===== src/rtl/irq_src_pkg.sv =====
package irq_src_pkg;
  localparam int REG_W    = 8;
  localparam int EXT_POS  = 0;
  localparam int FIFO_POS = 2;
  localparam int CNT_POS  = 5;
  localparam int N_EDGE   = 2;

  // Bits of the register that carry a real source
  function automatic logic [REG_W-1:0] impl_mask();
    logic [REG_W-1:0] m;
    m = '0;
    m[EXT_POS]  = 1'b1;
    m[FIFO_POS] = 1'b1;
    m[CNT_POS]  = 1'b1;
    return m;
  endfunction

  // Register bit position of edge source i (0: external, 1: counter)
  function automatic int edge_pos(int i);
    return (i == 0) ? EXT_POS : CNT_POS;
  endfunction

  // Interrupt line: any status bit that is also enabled
  function automatic logic irq_merge(logic [REG_W-1:0] stat, logic [REG_W-1:0] en);
    return |(stat & en);
  endfunction
endpackage


===== src/rtl/irq_sync_edge.sv =====
module irq_sync_edge #(
  parameter int STAGES = 2
) (
  input  logic clk,
  input  logic rst_n,
  input  logic d,
  output logic rise
);
  logic [STAGES-1:0] sh;
  logic              prev;

  always_ff @(posedge clk) begin
    if (!rst_n) begin
      sh   <= '0;
      prev <= 1'b0;
    end else begin
      sh   <= {sh[STAGES-2:0], d};
      prev <= sh[STAGES-1];
    end
  end

  assign rise = sh[STAGES-1] & ~prev;
endmodule


===== src/rtl/irq_edge_latch.sv =====
module irq_edge_latch (
  input  logic clk,
  input  logic rst_n,
  input  logic rise,
  input  logic en,
  input  logic clr,
  output logic stat
);
  always_ff @(posedge clk) begin
    if (!rst_n)          stat <= 1'b0;
    else if (clr)        stat <= 1'b0;
    else if (rise && en) stat <= 1'b1;
  end
endmodule


===== src/rtl/irq_src_reg.sv =====
module irq_src_reg
  import irq_src_pkg::*;
#(
  parameter int SYNC_STAGES = 2
) (
  input  logic             clk,
  input  logic             rst_n,
  input  logic             wr_en,
  input  logic [REG_W-1:0] wr_data,
  output logic [REG_W-1:0] rd_data,
  input  logic             ext_in,
  input  logic             fifo_req,
  input  logic             cnt_out,
  output logic             irq
);
  localparam logic [REG_W-1:0] IMPL = impl_mask();

  logic [REG_W-1:0]  en_q;
  logic [N_EDGE-1:0] edge_in;
  logic [N_EDGE-1:0] edge_stat;
  logic [N_EDGE-1:0] edge_det;
  logic [REG_W-1:0]  edge_rise;
  logic [REG_W-1:0]  status;

  assign edge_in = {cnt_out, ext_in};

  always_ff @(posedge clk) begin
    if (!rst_n)     en_q <= '0;
    else if (wr_en) en_q <= wr_data & IMPL;
  end

  for (genvar g = 0; g < N_EDGE; g++) begin : g_edge
    localparam int P = edge_pos(g);
    logic clr_w;
    assign clr_w = wr_en & ~wr_data[P];

    irq_sync_edge #(.STAGES(SYNC_STAGES)) u_sync (
      .clk(clk), .rst_n(rst_n), .d(edge_in[g]), .rise(edge_det[g])
    );
    irq_edge_latch u_latch (
      .clk(clk), .rst_n(rst_n), .rise(edge_det[g]), .en(en_q[P]),
      .clr(clr_w), .stat(edge_stat[g])
    );
  end

  always_comb begin
    status    = '0;
    edge_rise = '0;
    for (int i = 0; i < N_EDGE; i++) begin
      status[edge_pos(i)]    = edge_stat[i];
      edge_rise[edge_pos(i)] = edge_det[i];
    end
    status[FIFO_POS] = fifo_req & en_q[FIFO_POS];
  end

  assign rd_data = status;
  assign irq     = irq_merge(status, en_q);
endmodule


===== config.mk =====
export PLATFORM = sky130hd
export DESIGN_NAME = irq_src_reg
export DESIGN_NICKNAME = d
export VERILOG_FILES = /design/src/rtl/irq_src_pkg.sv /design/src/rtl/irq_sync_edge.sv /design/src/rtl/irq_edge_latch.sv /design/src/rtl/irq_src_reg.sv
export SDC_FILE = /design/constraint.sdc
export NUM_CORES = 1
export LEC_CHECK = 0
export ABC_AREA = 1
export BUFFER_PORTS_ARGS = -buffer_cell sky130_fd_sc_hd__buf_4
export CAP_MARGIN = 20
export CORE_AREA = 4 4 41 43
export CTS_CLUSTER_SIZE = 28
export DETAILED_ROUTE_END_ITERATION = 16
export DIE_AREA = 0 0 45 47
export GPL_TIMING_DRIVEN = 1
export SLEW_MARGIN = 20
export SYNTH_ARGS = -nofsm -noshare
export SYNTH_HDL_FRONTEND = slang
export SYNTH_SLANG_ARGS = --single-unit

===== constraint.sdc =====
create_clock -name clk -period 1.6 [get_ports clk]
set_input_delay 0.32 -clock clk [delete_from_list [all_inputs] [get_ports clk]]
set_output_delay 0.32 -clock clk [all_outputs]
set_load 0.02 [all_outputs]

==> reports/qor.yml <==
insertion_delay_ns: 0.26
h-tree-depth: 1
final_nets: 86
final_common_cell: "inv_1"
firstDrtPassIters: 2
drt_iter0_drc: 1
critPathCapture: "irq"
cts.sinks: 11
period_minus_slack_ns: 1.21
max-clock-path-buffers: 2
cp-start-kind: "register"
drt_wl_total_um: 694
crit_start: "en_q[5]"
grt_max_degree: 10
post-route-period-util: 0.756
crit_path_end_kind: "output port"
wl_per_cell_um: 8.07
regToRegEndpoint: "g_edge[0].u_latch.stat"
cap_violations: 0
grtUsageTotal: 0.0825
cts_tree: "done"
ctsHoldBuffers: 0
setup_violations: 0
reg2regPathDepth: 2
num_io_pins: 23
finalClockSkew_ns: 0.00144
numPortBuffers: 12
core.rowCount: 13
syn-instance-count: 59
fillCellCount: 147
power_density_mw_per_mm2: 983
antenna_found_initial: 0
cp.required_ns: 1.28
final_cell_mix: "14 x inv_1, 12 x buf_4, 11 x nand2_1, 11 x dfxtp_1, 6 x nor2_1"
finalSetupTns_ns: 0
r2r_slack_ns: 0.97
vias: 333
finalMaxSlewViolations: 0
yosysSeqAreaShare: 0.485
vdd_ir_drop_max_mv: 0.504
netlist_top_cells_area: "dfxtp_1 48%, buf_4 12%, inv_1 12%"
hold_path.startpoint: "ext_in"
drc: 0
antenna_left: 0
root_buffer: "clkbuf_4"
areaGrowthSynthToFinish_pct: 19.0
worstPathArrival_ns: 0.89
numCtsBuffers: 3
ys_warn_count: 0
hold_viol: 0
rsz0062_at_grt: "no"
synth_area_leader_cell: "dfxtp_1"
synth_cell_types: 11
hpwl_um: 564
start_util: 0.349
overflow: 0
leakagePower_nw: 0.306
chipHeight_um: 47
crit_path_max_fanout: 3
postCtsSetupRepairBufs: 0
die_area_mm2: 0.00212
clk_pin_slew_ns: 0.06
min-delay-path-class: "in -> reg"
grt_pass1_wl_um: 1180
worstReg2RegStart: "en_q[0]"
cts_resized: 0
core_area_mm2: 0.00130
synth_area_um2: 454
diodes: 0
crit_type: "reg -> out"
via_per_inst: 3.87
synth_top_area_share: 0.485
status: "finished clean"
die_w_um: 45
ys_seq_elements: 11
layout-drive-gt1-share: 0.268
grt_pass1_vias: 318
max_freq_ghz: 0.826
hold_ws_ns: 0.238
synth_area_per_cell_um2: 7.70
globalplace.congestion: 0.644
==> layer usage <==
metal	up-vias	global-route usage	share of wire
met2	15	0.124	0.47
li1	178	-	-
met1	140	0.0828	0.41
met4	0	0.0351	0
met5	-	0	0
met3	0	0.0690	0.13
==> cell families (layout without fill, tap and decap cells) <==
family,count (synthesis),in the layout,share of synthesized area
and+or+nand+nor,22,22,0.201
buffers and inverters,22,30,0.256
DFF,11,11,0.485
AOI/OAI and AO/OA,3,3,0.0496
other,1,5,0.00826
==> power breakdown <==
part / total [mW] / internal [mW] / leakage [nW] / switching [mW]
clock network: 0.180 / 0.0963 / 0.0150 / 0.0833
logic: 0.0593 / 0.0250 / 0.201 / 0.0343
registers: 0.292 / 0.286 / 0.0905 / 0.00632
==> flip-flops by register name, indices dropped and copies added (netlist names) <==
name / count
g_edge.u_sync.sh: 4
g_edge.u_sync.prev: 2
g_edge.u_latch.stat: 2
en_q: 3
==> Yosys cell counts <==
library cell  instances
o21ai_1               1
nand2_1              11
dfxtp_1              11
conb_1                1
buf_4                 7
a21oi_2               2
nand3_1               3
nand2_2               2
nor2_1                6
buf_6                 1
inv_1                14
==> cell type report <==
class	count	area [um^2]	area share
well taps	15	18.8	0.0347
flip-flops and latches	11	220	0.407
repair buffers	12	90.1	0.167
multi-input cells	30	133	0.245
inverters	14	52.6	0.0972
clock buffers	4	26.3	0.0486
==> worst max-delay path, cell delays in order, from the launching register on <==
cell and delay (ns):
dfxtp_1 0.36, nand2_1 0.06, nand3_1 0.07, buf_4 0.14
==> how the worst min path moves through the flow <==
stage,to,slack [ns],depth (start not counted)
after global routing,g_edge[1].u_sync.sh[0],0.24,3
after global placement,g_edge[0].u_sync.sh[1],0.39,2
after CTS,g_edge[1].u_sync.sh[0],0.23,3
after detailed placement,g_edge[1].u_sync.sh[1],0.40,2
final,g_edge[0].u_sync.sh[0],0.24,3
after floorplan,g_edge[0].u_sync.sh[1],0.39,2
==> through the flow <==
step           setup slack [ns]  instance area, um^2  utilization  power [mW]  instances
2_1_floorplan             0.720                  469            -       0.345         63
3_3_place_gp              0.567                  514        0.395       0.356         82
3_5_place_dp              0.565                  514        0.395       0.358         82
4_1_cts                   0.377                  541        0.415       0.543         86
5_1_grt                   0.276                  541        0.415       0.569         86
6_report                  0.390                  541        0.415       0.531         86
Note: power is estimated with default switching activity, not from simulation.
